## src/rtl/rxd_pkg.sv

```systemverilog
package rxd_pkg;

  localparam int BUS_W = 32;
  localparam int LEN_W = 16;

  typedef enum logic [4:0] {
    ST_IDLE, ST_ISR_SEL, ST_ISR_RD, ST_ISR_CLR,
    ST_PEEK_SEL, ST_PEEK_DUMMY, ST_PEEK_RD,
    ST_CMD_SEL, ST_HDR_RD, ST_CLASS, ST_PAY_RD, ST_EMIT, ST_FEND,
    ST_FAT_SEL1, ST_FAT_W1, ST_FAT_SEL2, ST_FAT_W2
  } drainState_t;

  // strobes from control to datapath
  typedef struct packed {
    logic clrHdr;
    logic capHdr;
    logic startPay;
    logic loadWord;
    logic shiftByte;
  } dpCtl_t;

  // datapath view returned to control
  typedef struct packed {
    logic       isrSet;
    logic [1:0] rdyVal;
    logic       hdrLastRead;
    logic       lenZero;
    logic       oversize;
    logic       badFrame;
    logic       lastByte;
    logic       wordLastByte;
  } dpStat_t;

  // bytes per data-port access for a mode code
  function automatic logic [2:0] portBytes(input logic [1:0] mode);
    case (mode)
      2'b00:   portBytes = 3'd2;
      2'b01:   portBytes = 3'd4;
      default: portBytes = 3'd1;
    endcase
  endfunction

endpackage

```

## src/rtl/rxd_datapath.sv

```systemverilog
module rxd_datapath
  import rxd_pkg::*;
#(
  parameter int MIN_LEN     = 64,
  parameter int MAX_LEN     = 1536,
  parameter logic [15:0] STATUS_MASK = 16'hBF00
) (
  input  logic             clk,
  input  logic             rstN,
  input  logic [1:0]       busMode,
  input  logic [BUS_W-1:0] busRdData,
  input  dpCtl_t           ctl,
  output dpStat_t          stat,
  output logic [7:0]       outData
);

  logic [31:0]      hdrReg;
  logic [2:0]       hdrCnt;
  logic [LEN_W-1:0] lenRem;
  logic [BUS_W-1:0] wordReg;
  logic [2:0]       wordCnt;
  logic             badReg;
  logic [2:0]       bpw;
  logic [15:0]      statusWord;
  logic [LEN_W-1:0] lenWord;
  logic             badNow;

  assign bpw        = portBytes(busMode);
  assign statusWord = hdrReg[15:0];
  assign lenWord    = hdrReg[31:16];
  assign badNow     = (|(statusWord & STATUS_MASK)) ||
                      (lenWord < LEN_W'(MIN_LEN)) || stat.oversize;

  always_ff @(posedge clk or negedge rstN) begin
    if (!rstN) begin
      hdrReg <= '0;
      hdrCnt <= '0;
    end else if (ctl.clrHdr) begin
      hdrCnt <= '0;
    end else if (ctl.capHdr) begin
      case (bpw)
        3'd1:    hdrReg[hdrCnt[1:0]*8 +: 8]  <= busRdData[7:0];
        3'd2:    hdrReg[hdrCnt[1]*16 +: 16]  <= busRdData[15:0];
        default: hdrReg                      <= busRdData[31:0];
      endcase
      hdrCnt <= hdrCnt + bpw;
    end
  end

  always_ff @(posedge clk or negedge rstN) begin
    if (!rstN) begin
      lenRem  <= '0;
      wordReg <= '0;
      wordCnt <= '0;
      badReg  <= 1'b0;
    end else begin
      if (ctl.startPay) begin
        lenRem <= lenWord;
        badReg <= badNow;
      end else if (ctl.shiftByte) begin
        lenRem <= lenRem - 1'b1;
      end
      if (ctl.loadWord) begin
        wordReg <= busRdData;
        wordCnt <= (lenRem < LEN_W'(bpw)) ? lenRem[2:0] : bpw;
      end else if (ctl.shiftByte) begin
        wordReg <= wordReg >> 8;
        wordCnt <= wordCnt - 1'b1;
      end
    end
  end

  always_comb begin
    stat.isrSet       = busRdData[0];
    stat.rdyVal       = busRdData[1:0];
    stat.hdrLastRead  = ({1'b0, hdrCnt} + {1'b0, bpw}) >= 4'd4;
    stat.lenZero      = (lenWord == '0);
    stat.oversize     = (lenWord > LEN_W'(MAX_LEN));
    stat.badFrame     = badReg;
    stat.lastByte     = (lenRem == LEN_W'(1));
    stat.wordLastByte = (wordCnt == 3'd1);
  end

  assign outData = wordReg[7:0];

endmodule

```

## src/rtl/rxd_ctrl.sv

```systemverilog
module rxd_ctrl
  import rxd_pkg::*;
#(
  parameter logic [7:0] REG_ISR  = 8'hFE,
  parameter logic [7:0] REG_RXC  = 8'h05,
  parameter logic [7:0] REG_PEEK = 8'hF0,
  parameter logic [7:0] REG_READ = 8'hF2
) (
  input  logic             clk,
  input  logic             rstN,
  input  logic             start,
  input  dpStat_t          stat,
  output dpCtl_t           ctl,
  output logic             busSelAddr,
  output logic             busWr,
  output logic             busRd,
  output logic [BUS_W-1:0] busWrData,
  output logic             outValid,
  output logic             outLast,
  output logic             frameDone,
  output logic             frameDrop,
  output logic             resetReq,
  output logic             fatal,
  output logic             busy
);

  drainState_t state, stateNxt;
  logic        fatalReg;
  logic        enterFatal;

  always_ff @(posedge clk or negedge rstN) begin
    if (!rstN) begin
      state    <= ST_IDLE;
      fatalReg <= 1'b0;
    end else begin
      state <= stateNxt;
      if (state == ST_IDLE && start) fatalReg <= 1'b0;
      else if (enterFatal)           fatalReg <= 1'b1;
    end
  end

  always_comb begin
    stateNxt   = state;
    ctl        = '0;
    busSelAddr = 1'b0;
    busWr      = 1'b0;
    busRd      = 1'b0;
    busWrData  = '0;
    enterFatal = 1'b0;
    case (state)
      ST_IDLE:      if (start) stateNxt = ST_ISR_SEL;
      ST_ISR_SEL: begin
        busSelAddr = 1'b1; busWr = 1'b1; busWrData[7:0] = REG_ISR;
        stateNxt = ST_ISR_RD;
      end
      ST_ISR_RD: begin
        busRd = 1'b1;
        stateNxt = stat.isrSet ? ST_ISR_CLR : ST_IDLE;
      end
      ST_ISR_CLR: begin
        busWr = 1'b1; busWrData[7:0] = 8'h01;
        stateNxt = ST_PEEK_SEL;
      end
      ST_PEEK_SEL: begin
        busSelAddr = 1'b1; busWr = 1'b1; busWrData[7:0] = REG_PEEK;
        stateNxt = ST_PEEK_DUMMY;
      end
      ST_PEEK_DUMMY: begin
        busRd = 1'b1;
        stateNxt = ST_PEEK_RD;
      end
      ST_PEEK_RD: begin
        busRd = 1'b1;
        case (stat.rdyVal)
          2'd0:    stateNxt = ST_IDLE;
          2'd1:    stateNxt = ST_CMD_SEL;
          default: stateNxt = ST_FAT_SEL1;
        endcase
      end
      ST_CMD_SEL: begin
        busSelAddr = 1'b1; busWr = 1'b1; busWrData[7:0] = REG_READ;
        ctl.clrHdr = 1'b1;
        stateNxt = ST_HDR_RD;
      end
      ST_HDR_RD: begin
        busRd = 1'b1; ctl.capHdr = 1'b1;
        if (stat.hdrLastRead) stateNxt = ST_CLASS;
      end
      ST_CLASS: begin
        ctl.startPay = 1'b1;
        stateNxt = stat.lenZero ? ST_FEND : ST_PAY_RD;
      end
      ST_PAY_RD: begin
        busRd = 1'b1; ctl.loadWord = 1'b1;
        stateNxt = ST_EMIT;
      end
      ST_EMIT: begin
        ctl.shiftByte = 1'b1;
        if (stat.lastByte)          stateNxt = ST_FEND;
        else if (stat.wordLastByte) stateNxt = ST_PAY_RD;
      end
      ST_FEND:      stateNxt = ST_PEEK_SEL;
      ST_FAT_SEL1: begin
        busSelAddr = 1'b1; busWr = 1'b1; busWrData[7:0] = REG_RXC;
        stateNxt = ST_FAT_W1;
      end
      ST_FAT_W1: begin
        busWr = 1'b1; busWrData[7:0] = 8'h00;
        stateNxt = ST_FAT_SEL2;
      end
      ST_FAT_SEL2: begin
        busSelAddr = 1'b1; busWr = 1'b1; busWrData[7:0] = REG_ISR;
        stateNxt = ST_FAT_W2;
      end
      ST_FAT_W2: begin
        busWr = 1'b1; busWrData[7:0] = 8'h80;
        enterFatal = 1'b1;
        stateNxt = ST_IDLE;
      end
      default:      stateNxt = ST_IDLE;
    endcase
  end

  assign outValid  = (state == ST_EMIT) && !stat.badFrame;
  assign outLast   = outValid && stat.lastByte;
  assign frameDone = (state == ST_FEND) && !stat.badFrame;
  assign frameDrop = (state == ST_FEND) && stat.badFrame;
  assign resetReq  = (state == ST_CLASS) && stat.oversize;
  assign fatal     = fatalReg;
  assign busy      = (state != ST_IDLE);

endmodule

```

## src/rtl/rxd_drain.sv

```systemverilog
module rxd_drain
  import rxd_pkg::*;
#(
  parameter int MIN_LEN = 64,
  parameter int MAX_LEN = 1536
) (
  input  logic             clk,
  input  logic             rstN,
  input  logic             start,
  input  logic [1:0]       busMode,
  output logic             busSelAddr,
  output logic             busWr,
  output logic             busRd,
  output logic [BUS_W-1:0] busWrData,
  input  logic [BUS_W-1:0] busRdData,
  output logic             outValid,
  output logic [7:0]       outData,
  output logic             outLast,
  output logic             frameDone,
  output logic             frameDrop,
  output logic             resetReq,
  output logic             fatal,
  output logic             busy
);

  dpCtl_t  ctl;
  dpStat_t stat;

  rxd_ctrl i_ctrl (
    .clk(clk), .rstN(rstN), .start(start), .stat(stat), .ctl(ctl),
    .busSelAddr(busSelAddr), .busWr(busWr), .busRd(busRd), .busWrData(busWrData),
    .outValid(outValid), .outLast(outLast), .frameDone(frameDone),
    .frameDrop(frameDrop), .resetReq(resetReq), .fatal(fatal), .busy(busy)
  );

  rxd_datapath #(.MIN_LEN(MIN_LEN), .MAX_LEN(MAX_LEN)) i_dp (
    .clk(clk), .rstN(rstN), .busMode(busMode), .busRdData(busRdData),
    .ctl(ctl), .stat(stat), .outData(outData)
  );

endmodule

```

## config.mk

```make
export PLATFORM = sky130hd
export DESIGN_NAME = rxd_drain
export DESIGN_NICKNAME = d
export VERILOG_FILES = /design/src/rtl/rxd_pkg.sv /design/src/rtl/rxd_datapath.sv /design/src/rtl/rxd_ctrl.sv /design/src/rtl/rxd_drain.sv
export SDC_FILE = /design/constraint.sdc
export NUM_CORES = 1
export LEC_CHECK = 0
export ABC_AREA = 1
export BUFFER_PORTS_ARGS = -buffer_cell sky130_fd_sc_hd__buf_2
export CORE_ASPECT_RATIO = 1.25
export CORE_UTILIZATION = 55
export DETAILED_ROUTE_END_ITERATION = 16
export PLACE_DENSITY = 0.83
export REMOVE_ABC_BUFFERS = 1
export SYNTH_ARGS = -nofsm -noshare
export SYNTH_HDL_FRONTEND = slang
export SYNTH_SLANG_ARGS = --single-unit
```

## constraint.sdc

```tcl
create_clock -name clk -period 2.45 [get_ports clk]
set_input_delay 0.49 -clock clk [delete_from_list [all_inputs] [get_ports clk]]
set_output_delay 0.49 -clock clk [all_outputs]
set_load 0.02 [all_outputs]
```

* Yosys cells after proc, flatten, opt, wreduce, memory -nomap -nowiden
Cells that the tools add are included.
Storage, ports and cells: register bits after elaboration 93, input bits 37, output and inout port bits 50, logic and storage cells 107
Cells by class: $add $sub $neg 6, order comparisons 4, equality and inequality tests 25, shift-type cells 4, multiplexer cells 33, bitwise gates (word level) 1, reduce and logical (&&, ||, !) cells 26
Operator list (number):
- 5-bit one-hot mux with 15 select lines | 1
- 5-bit negation with 34-bit output | 2
- 32-bit bitwise mux | 2
- 32-bit 2-to-1 mux | 2
- 32-bit one-hot mux with 2 select lines | 1
- 8-bit one-hot mux with 6 select lines | 1
- 5-bit by 4-bit equality test with 1-bit output (second input constant) | 8
- 16-bit by 34-bit variable shift with 32-bit output (first input constant) | 1
- 8-bit by 34-bit variable shift with 32-bit output (first input constant) | 1
- 16-bit by 34-bit variable part select with 32-bit output | 1
- 8-bit by 34-bit variable part select with 32-bit output | 1
- 16-bit 2-to-1 mux | 2
- 5-bit by 3-bit equality test with 1-bit output (second input constant) | 4
- 5-bit 2-to-1 mux | 4
- 3-bit 2-to-1 mux | 6
- 16-bit by 1-bit equality test with 1-bit output (second input constant) | 1
- 16-bit by 11-bit greater-than comparator with 1-bit output (second input constant) | 1
- 16-bit logical NOT | 1
- 16-bit by 3-bit < comparator with 1-bit output | 1
- 16-bit by 7-bit < comparator with 1-bit output (second input constant) | 1
- 16-bit by 1-bit subtractor with 16-bit output (second input constant) | 1
- 1-bit 2-to-1 mux | 11
- 5-bit by 2-bit equality test with 1-bit output (second input constant) | 2
- 5-bit OR reduction | 2
- other kinds (28) | 41

* Longest topological paths before layout
Gate-level depths: netlist of run 1.
word-level depth 6, mapped depth 11, mapped depth without buffers 11

* Cells and area by module
Synthesis of run 1 repeated with hierarchy kept, for this count alone.
Unflattened totals: cells, all modules 729, area total of the unflattened synthesis 5516.5 um^2
Modules (own cells, without submodules):
- rxd_datapath | instances 1, cells an instance 593, area each 4693.3 um^2, seq. area each 1951.9 um^2
- rxd_ctrl | instances 1, cells an instance 136, area each 823.3 um^2, seq. area each 150.1 um^2

* Least setup slack after synthesis of run 1
OpenSTA, ideal clock, no wires.
path kind register -> output, start point register i_ctrl.state[4], end point output port busWrData[5], arrival 1.558 ns, required time 1.960 ns, slack 0.402 ns, stages on the path, launching flop included 11, path buffers 1, cells stage by stage dfrtp_1 inv_1 nand2_2 nor2_4 inv_2 nor2_2 nor2_1 nand2_2 nor2_1 inv_1 buf_4
On the way: cells in the longest elaborated chain, start to end 3, elaborated cells on any way between the ends 9, those cells by class eq/ne: 7; mux: 1; reduce/logical: 1
Ends and longest elaborated chain:
- from (decl) | line rxd_ctrl.sv:27 | drainState_t state, stateNxt;
- from (signal assigned) | line rxd_ctrl.sv:36 | state <= stateNxt;
- 5-bit by 1-bit equality test with 1-bit output or 5-bit by 4-bit equality test with 1-bit output (tied branches) | line rxd_ctrl.sv:50 | case (state)
- 2-bit OR reduction (no line)
- 8-bit one-hot mux with 6 select lines (*) | line rxd_ctrl.sv:50
- to (decl) | line rxd_drain.sv:14 | output logic [BUS_W-1:0] busWrData,
Every way passes the cells marked *; elsewhere a longest branch is shown, timed or not.

* Worst setup path in the final report of run 1
start point register i_ctrl.state[4], end point output port outLast
On the way: cells in the longest elaborated chain, start to end 3
Ends and longest elaborated chain:
- 5-bit by 4-bit equality test with 1-bit output | line rxd_ctrl.sv:124 | assign outValid = (state == ST_EMIT) && !stat.badFrame;
- 1-bit logical AND | line rxd_ctrl.sv:124
- 1-bit logical AND | line rxd_ctrl.sv:125 | assign outLast = outValid && stat.lastByte;
- to (decl) | line rxd_drain.sv:18 | output logic outLast,
No other way between the ends.

==> results.yml, run 1 <==
floorplanning:
  die_y_um: 115
  die_area_um2: 10600
  ios: 87
  placementRows: 40
  core_um2: 9760
  start_util: 0.572
  die_w_um: 92.1
worst_setup_path:
  rr_worst_depth: 6
  timing_worst_setup_path_type: "flop to output port"
  cp-start-kind: "flop"
  cp-end-kind: "output port"
  cp_data_arrival_time_ns: 1.86
  critPathMaxFanout: 12
  rr_startpoint: "i_dp.hdrCnt[1]"
  timing.rr.end: "i_dp.hdrReg[10]"
  cp.required_ns: 1.96
  rrSetupSlack_ns: 0.36
logic_synthesis:
  yosysUniqueCellTypes: 46
  ys_seq_area_frac: 0.376
  ys_seq_elements: 84
  yosys_warnings: 0
  synth_edf_count: 0
  synthCells: 764
  yosys_most_used_dff: "dfrtp_1"
  synth.avg_cell_area_um2: 7.31
  syn_area_um2: 5590
  synthArstFlopShare: 1.00
power:
  intPower_mw: 4.11
  comb_power_share: 0.485
  power_switching_mw: 3.52
  clkPwrFrac: 0.184
  pwr-share-seq: 0.331
  p_sw_frac: 0.462
  peakVddDrop_uv: 680
  p_leak_nw: 3.11
  power-per-cell-area_nw_per_um2: 1240
final_layout:
  diodes: 0
  final_common_cell: "nand2_1"
  fill_cells: 905
  fin_nets: 864
  area_growth_pct: 10.0
  mostFrequentLayoutCells: "170 x nand2_1, 91 x nor2_1, 88 x o21ai_0"
  drive_gt1_frac: 0.150
  final_util: 0.630
route:
  final_antenna_net_count: 0
  drt_iter0_drc: 431
  wl_um: 15100
  remaining_drc_errors: 0
  num_vias: 5430
  vias_per_cell: 5.75
  wire_per_inst_um: 16.0
  first_pass_iters: 5
timing:
  maxSlewHeadroom: 0.464
  fmax_mhz: 426
  finalMaxSlewViolations: 0
  finalClockSkew_ns: 0.00917
  period_share: 0.958
  setup_viol: 0
  grt_setup_unrepaired: "no"
  fin_crit_ns: 2.35
  worst_pin_slew_ns: 0.798
  fin_tns_setup_ns: 0
  final-hold-violation-count: 0
global_route:
  grt_overflow: 0
  grt_pass1_wl_um: 25300
  met2_usage: 0.522
  grt_max_degree: 51
  track_usage: 0.309
  met1_usage: 0.372
  antenna_found_initial: 0
  grt_pass1_vias: 5251
  top_usage_layer: "met2"
  use_met3: 0.0478
clocking:
  cts_setup_buffers: 0
  clk_latency_ns: 0.35
  cts_buffers: 9
  h-tree-depth: 3
  cts_num_sinks: 84
  clockRootBuffer: "clkbuf_16"
  cts_buffer_depth: 2
  cts_tree: "built"
  path_clk_slew_ns: 0.06
place:
  place.gp.congestion: 0.951
  portBuffers: 62
  dp_hpwl_um: 11000
outcome:
  outcome: "finished clean"
run:
  drv_cap: 0
min_path:
  hp-class: "primary input to asynchronous set/reset pin"
## worst max-delay path by stage
stage,startpoint,to,slack (ns),cells after the start
after floorplan,i_ctrl.state[0],busRd,0.29,6
after detailed placement,busMode[1],i_dp.wordCnt[2],0.31,12
final,i_ctrl.state[4],outLast,0.10,8
after CTS,i_ctrl.state[4],outLast,0.02,8
after global routing,i_ctrl.state[4],outLast,0.01,8
after global placement,busMode[1],i_dp.wordCnt[2],0.39,12
## cell type report
| cell class | instances | area (µm²) | area share |
|---|---|---|---|
| Sequential cell | 84 | 2100 | 0.342 |
| Multi-Input combinational cell | 566 | 2870 | 0.467 |
| Clock buffer | 12 | 256 | 0.0417 |
| Tap cell | 126 | 158 | 0.0257 |
| Inverter | 79 | 304 | 0.0495 |
| Clock inverter | 4 | 47.5 | 0.00774 |
| Timing Repair Buffer | 73 | 408 | 0.0664 |
## registers in the layout, indices dropped and copies added, names as in the netlist
signal	cells
i_dp.lenRem	16
i_ctrl.fatal	1
i_ctrl.state	5
i_dp.wordCnt	3
i_dp.hdrCnt	3
i_dp.hdrReg	23
i_dp.badReg	1
i_dp.wordReg	32
## per-layer routing
metal	routed length [µm]	vias to the layer above
li1	-	2582
met1	5980	2539
met2	7550	259
met3	1020	50
met4	583	0
met5	0	-
## what timing repair did
action	CTS	global route
hold buffers	0	0
endpoints found under the setup margin	0	5
resized for setup	0	3
## power by group through the flow
stage | Sequential, mW | Clock (mW) | Combinational [mW]
3_5_place_dp | 2.53 | 0 | 3.63
3_3_place_gp | 2.50 | 0 | 3.53
6_report | 2.53 | 1.40 | 3.70
2_1_floorplan | 2.49 | 0 | 2.54
4_1_cts | 2.51 | 1.41 | 3.66
5_1_grt | 2.61 | 1.46 | 4.15
## critical path, cell delays in order, from the launching register on
cell      delay (ns)
dfrtp_1         0.39
inv_2           0.12
nand2_2         0.14
nor2_4          0.18
nand2_4         0.16
clkinv_4        0.12
nand3_1         0.11
nor2_1          0.12
buf_2           0.17
## through the flow
step                      setup WS (ns)  std cells  hold slack, ns  area [µm²]  power (mW)
after floorplan                   0.293        729           0.194        5280        5.02
after global placement            0.392        928           0.451        5840        6.02
after detailed placement          0.310        928           0.464        5840        6.17
after CTS                        0.0218        944           0.110        6140        7.59
after global routing             0.0141        944           0.122        6150        8.22
final                             0.102        944           0.103        6150        7.63
## synthesized netlist by cell type, drive strengths merged, types with 2 or more instances
cell / instances / share of area
nand2: 177 / 0.12
o21ai: 108 / 0.10
nor2: 100 / 0.077
dfrtp: 84 / 0.38
inv: 75 / 0.051
buf: 51 / 0.066
nand3: 48 / 0.045
a21oi: 20 / 0.018
ha: 13 / 0.029
o211ai: 12 / 0.016
a31oi: 8 / 0.0090
o22ai: 8 / 0.0090
a22o: 7 / 0.011
clkbuf: 7 / 0.0047
nand4: 6 / 0.0067
a32oi: 5 / 0.0078
xor2: 5 / 0.0078
clkinv: 4 / 0.0036
nor3: 4 / 0.0036
o221ai: 4 / 0.0063
nor4: 3 / 0.0034
xnor2: 3 / 0.0047
a22oi: 2 / 0.0027
o21bai: 2 / 0.0027
## cell families (layout without fill, tap and decap cells)
family,count (synthesis),in the layout,synth area share
simple gates,341,341,0.265
compound gates,179,179,0.188
buf+inv,137,168,0.125
flops,84,84,0.376
fa+ha+maj,14,14,0.0327
xor+xnor,8,8,0.0125
other cells,1,24,0.000671
Note: power is estimated with default switching activity, not from simulation.
==> inputs of run 2 (changes only) <==
- ABC_AREA: 1 -> default
==> run 2 against run 1 <==
  * Total power fell by 1.3%
  * Sequential power rose by 8.7%
  * Flip-flop and latch count did not move
  * Area after synthesis fell by 3.9%
  * Global-route usage fell by 1.6 points
  * First-iteration DRC count rose by 14%
  * Clock skew fell by 0.0020 ns
  * Sequential share of layout area rose by 0.63 points
  * Die area fell by 3.8%
  * Highest routed layer unchanged
  * Setup slack got worse by 0.037 ns
  * Design area fell by 1.5%
  * Routed wire length fell by 4.7%
==> results.yml, run 2 <==
worst_setup_path:
  cp_data_arrival_time_ns: 1.90
  cp-end-kind: "output port"
  critPathMaxFanout: 5
  cp.required_ns: 1.96
  crit_chain: "nor4_4, nor4b_4, nand3_2, nor3_2, buf_4"
  slowest_stage: "dfrtp_2"
  rr_startpoint: "i_ctrl.state[0]"
  crit_start: "i_dp.lenRem[9]"
  cp-start-kind: "flop"
  timing_worst_setup_path_type: "flop to output port"
  slowest_delay_ns: 0.46
timing:
  period_share: 0.974
  finalMaxSlewViolations: 0
  grt_setup_unrepaired: "no"
  fin_tns_setup_ns: 0
  finalClockSkew_ns: 0.00718
  maxSlewHeadroom: 0.501
  worst_pin_slew_ns: 0.740
  final-hold-violation-count: 0
  setup_viol: 0
  fmax_mhz: 419
  timing.final.ws_setup_ns: 0.0647
  fin_crit_ns: 2.39
logic_synthesis:
  synth-simple-area-share: 0.227
  synthArstFlopShare: 1.00
  ys_seq_area_frac: 0.392
  syn_area_um2: 5370
  synth_top_family_by_area: "simple AND/OR/NAND/NOR gates"
  yosys_most_used_dff: "dfrtp_1"
  synth.avg_cell_area_um2: 8.41
  synth-xor-area-share: 0.00326
  synthAdderAreaFrac: 0.0340
  synthMuxAreaShare: 0.0653
  yosysUniqueCellTypes: 58
  yosysMostFrequentCell: "nand2_1"
  ys_seq_elements: 84
  yosys_warnings: 0
  synth_compound_area_frac: 0.187
  synthCells: 638
  yosys-top-cells-area: "dfrtp_1 39%, nand2_1 6.8%, mux2i_1 6.5%"
  synthTopCellsByCount: "97 x nand2_1, 84 x dfrtp_1, 63 x nor2_1"
  yosys.area.top_type_share: 0.392
  yosysTopAreaCell: "dfrtp_1"
  synth_edf_count: 0
final_layout:
  diodes: 0
  regMostFlops: "i_dp.wordReg"
  seq_area_um2: 2110
  final_util: 0.649
  top_regs: "i_dp.wordReg x32, i_dp.hdrReg x23, i_dp.lenRem x16"
  final_cell_area_um2: 6050
  final_common_cell: "nand2_1"
  fin_nets: 737
  area_growth_pct: 12.8
  mostFrequentLayoutCells: "97 x nand2_1, 80 x dfrtp_1, 63 x nor2_1"
  multiInputGateArea_um2: 2900
  drive_gt1_frac: 0.178
  largest_reg_flops: 32
  fill_cells: 760
clocking:
  clk_latency_ns: 0.35
  h-tree-depth: 3
  cts_buffers: 9
  cts_buffer_depth: 2
  cts_num_sinks: 84
  cts_tree: "built"
  clockRootBuffer: "clkbuf_16"
  path_clk_slew_ns: 0.06
route:
  wl_um: 14400
  wire_per_inst_um: 17.7
  first_pass_iters: 5
  final_antenna_net_count: 0
  remaining_drc_errors: 0
  vias_per_cell: 6.11
  drt_iter0_drc: 490
  num_vias: 4977
floorplanning:
  die_y_um: 112
  core_um2: 9320
  placementRows: 39
  die_w_um: 90.4
  die_area_um2: 10200
  ios: 87
  start_util: 0.576
power:
  power-per-cell-area_nw_per_um2: 1240
  p_leak_nw: 2.78
  peakVddDrop_uv: 769
  power_mw: 7.53
min_path:
  hp-class: "primary input to asynchronous set/reset pin"
global_route:
  track_usage: 0.293
  grt_pass1_vias: 4702
  grt_overflow: 0
  grt_pass1_wl_um: 23500
  grt_max_degree: 57
  antenna_found_initial: 0
place:
  placed_cell_area_um2: 5680
  place_ws_ns: 0.246
  dp_hpwl_um: 10400
  place.gp.congestion: 0.959
  portBuffers: 62
run:
  drv_cap: 0
outcome:
  outcome: "finished clean"
==> run 2: changes by cell type after synthesis, moves of 14 or more <==
cell	before	now
nand2_1	170	97
inv_1	68	13
mux2i_1	0	35
nand3_1	47	13
a22oi_1	2	28
nor2_1	91	63
o21ai_0	88	46
clkbuf_1	7	25
o21ai_1	14	0
a21oi_1	20	56
==> run 2: cell families after synthesis <==
kind of cell	after synthesis
compound gates	166
xor+xnor	2
fa+ha+maj	14
buf+inv	87
flops	84
mux	35
other cells	1
simple gates	249
==> run 2: critical path: cells and delay by family, from the launching register on <==
| kind | cells | cell delay, ns |
|---|---|---|
| DFF | 1 | 0.46 |
| and+or+nand+nor | 4 | 0.93 |
| buffers and inverters | 1 | 0.16 |
==> run 2: where the power goes <==
group	leakage [nW]	internal (mW)	switching, mW	total [mW]
Combinational	1.62	1.43	1.96	3.39
Clock	0.146	0.821	0.573	1.39
Sequential	1.01	2.01	0.740	2.75
Total	2.78	4.26	3.27	7.53
==> run 2: path summary, 6_finish.rpt <==
path                                     to  slack, ns  depth (start not counted)
max                                 outLast       0.06                          5
min                        i_dp.wordReg[11]        0.1                          1
max reg2reg                 i_dp.hdrReg[11]       0.32                          5
min reg2reg                i_dp.wordReg[29]       0.47                          2
max in group asynchronous    i_dp.lenRem[9]       1.74                          2
min in group clk            i_dp.hdrReg[13]       0.37                          3
==> run 2: area by class of cell <==
type / instances / share of cell area
inverters: 13 / 0.00806
flip-flops and latches: 84 / 0.348
repair buffers: 88 / 0.0885
clock inverters: 5 / 0.00992
multi-input cells: 490 / 0.480
well taps: 123 / 0.0254
clock buffers: 11 / 0.0401
==> run 2: through the flow <==
| stage | cells | hold slack (ns) |
|---|---|---|
| 2_1_floorplan | 587 | 0.194 |
| 3_3_place_gp | 793 | 0.448 |
| 3_5_place_dp | 793 | 0.457 |
| 4_1_cts | 809 | 0.115 |
| 5_1_grt | 814 | 0.142 |
| 6_report | 814 | 0.0975 |
==> run 2: layer usage <==
metal / wire length, µm / up-vias / part of all wire / global-route usage
li1: - / 2296 / - / -
met1: 5670 / 2377 / 0.39 / 0.368
met2: 7170 / 262 / 0.50 / 0.481
met3: 1110 / 42 / 0.077 / 0.0488
met4: 475 / 0 / 0.033 / 0.166
met5: 0 / - / 0 / 0
==> run 2: repair_timing <==
item                                    CTS  global route
pin swaps                                 0             2
endpoints found under the setup margin    2             3
hold buffers                              0             0
resized for setup                         3             6
buffers inserted                          0             5
cloned                                    0             0
==> inputs of run 3 (changes only) <==
- CORE_MARGIN: default -> 2
- PLACE_DENSITY: 0.83 -> 0.86
==> run 3 against run 2 <==
  * Final cell count up 0.49%
  * Via count up 1.2%
  * Routed wire length down 0.22%
  * Count of clock-buffer cells in the layout unchanged
  * Critical path type unchanged
  * Register-to-register slack worse by 0.06 ns
  * Non-clock buffer count up 2
  * Design area up 0.41%
  * Setup slack worse by 0.029 ns
  * Largest cell class unchanged
==> results.yml, run 3 (synthesis gave the netlist of run 2 again) <==
worst_setup_path:
  critPathMaxFanout: 5
  rrSetupSlack_ns: 0.26
  rr_worst_depth: 6
  cp_data_arrival_time_ns: 1.92
  rr_startpoint: "i_ctrl.state[2]"
  cp-end-kind: "output port"
  cp-start-kind: "flop"
  timing.rr.end: "i_dp.hdrReg[28]"
  cp.required_ns: 1.96
  crit_start: "i_dp.lenRem[9]"
  timing_worst_setup_path_type: "flop to output port"
route:
  remaining_drc_errors: 0
  wl_um: 14400
  wire_per_inst_um: 17.6
  first_pass_iters: 5
  num_vias: 5036
  drt_iter0_drc: 547
  vias_per_cell: 6.16
  final_antenna_net_count: 0
power:
  peakVddDrop_uv: 704
  p_sw_frac: 0.431
  clkPwrFrac: 0.181
  p_leak_nw: 2.79
  power_switching_mw: 3.26
  comb_power_share: 0.464
  power-per-cell-area_nw_per_um2: 1240
  pwr-share-seq: 0.355
  intPower_mw: 4.30
min_path:
  hp-class: "primary input to asynchronous set/reset pin"
timing:
  holdWs_ns: 0.196
  period_share: 0.985
  fmax_mhz: 414
  final-hold-violation-count: 0
  finalClockSkew_ns: 0.00896
  setup_viol: 0
  worst_pin_slew_ns: 0.801
  finalMaxSlewViolations: 0
  maxSlewHeadroom: 0.466
  fin_crit_ns: 2.41
  grt_setup_unrepaired: "yes"
place:
  portBuffers: 62
  place.gp.congestion: 0.932
  dp_hpwl_um: 10300
global_route:
  grt_pass1_vias: 4620
  grt_overflow: 0
  antenna_found_initial: 0
  track_usage: 0.278
  grt_max_degree: 57
  grt_pass1_wl_um: 23100
final_layout:
  largest_reg_flops: 32
  area_growth_pct: 13.2
  drive_gt1_frac: 0.182
  top_regs: "i_dp.wordReg x32, i_dp.hdrReg x23, i_dp.lenRem x16"
  mostFrequentLayoutCells: "97 x nand2_1, 81 x dfrtp_1, 62 x nor2_1"
  regMostFlops: "i_dp.wordReg"
  final_common_cell: "nand2_1"
  fin_nets: 739
  diodes: 0
  final_util: 0.636
clocking:
  cts_tree: "built"
  cts_buffers: 9
  h-tree-depth: 3
  cts_num_sinks: 84
  clockRootBuffer: "clkbuf_16"
  path_clk_slew_ns: 0.07
  cts_buffer_depth: 2
  cts_hold_buf: 0
  clk_latency_ns: 0.35
floorplanning:
  start_util: 0.562
  die_w_um: 92.4
  die_y_um: 114
  die_area_um2: 10600
  placementRows: 40
  ios: 87
  core_um2: 9560
run:
  drv_cap: 0
outcome:
  outcome: "finished clean"
[run 3: cell types whose count changed in the layout (fill, tap and decap cells not counted), sizes merged]
cell	before	now
buf	88	90
clkinv	2	1
inv	14	13
clkinvlp	1	2
[run 3: final cells by class]
cell class | count | area (µm²)
multi-input combinational | 490 | 2920
clock inverter | 4 | 50.0
clock buffer | 11 | 243
sequential | 84 | 2110
fill | 776 | 3480
inverter | 13 | 48.8
timing repair buffer | 90 | 558
tap | 126 | 158
[run 3: timing repair]
| item | 4_1_cts | 5_1_grt |
|---|---|---|
| endpoints found under the setup margin | 2 | 3 |
| resized for setup | 3 | 9 |
| pin swaps | 0 | 3 |
| setup buffers | 0 | 6 |
| gates cloned | 0 | 0 |
[run 3: worst max path at each step]
| stage | to | slack (ns) | depth (start not counted) |
|---|---|---|---|
| floorplan | i_dp.wordCnt[2] | -3.39 | 5 |
| global placement | i_dp.wordCnt[2] | 0.32 | 8 |
| detailed placement | i_dp.wordCnt[2] | 0.25 | 8 |
| CTS | outLast | -0.01 | 5 |
| global route | outLast | -0.06 | 5 |
| finish | outLast | 0.04 | 5 |
[run 3: routing by layer]
layer | GRT usage | part of all wire | vias to the layer above
met5 | 0 | 0 | -
met4 | 0.134 | 0.033 | 0
met3 | 0.0448 | 0.069 | 43
met2 | 0.469 | 0.50 | 245
met1 | 0.349 | 0.40 | 2448
li1 | - | - | 2300
[run 3: metrics by stage]
stage / area (µm²) / setup slack, ns / TNS [ns] / std cells / power [mW]
after global routing: 6080 / -0.0559 / -0.0644 / 818 / 8.04
after CTS: 6000 / -0.0105 / -0.0105 / 812 / 7.39
final: 6080 / 0.0358 / 0 / 818 / 7.56
after detailed placement: 5690 / 0.250 / 0 / 797 / 5.98
after floorplan: 5010 / -3.39 / -119.17 / 587 / 4.86
after global placement: 5690 / 0.321 / 0 / 797 / 5.81
[run 3: worst max-delay path, cell delays in order (launching register included)]
cell     delay [ns]
dfrtp_2        0.46
nor4_4         0.35
nor4b_4        0.30
nand3_2        0.16
nor3_2         0.14
buf_4          0.16
[run 3: power by group through the flow]
stage | clock network, mW | registers [mW] | logic [mW]
after floorplan | 0 | 2.72 | 2.13
after global placement | 0 | 2.62 | 3.18
after detailed placement | 0 | 2.67 | 3.31
after CTS | 1.37 | 2.66 | 3.36
after global routing | 1.43 | 2.76 | 3.84
final | 1.37 | 2.68 | 3.51
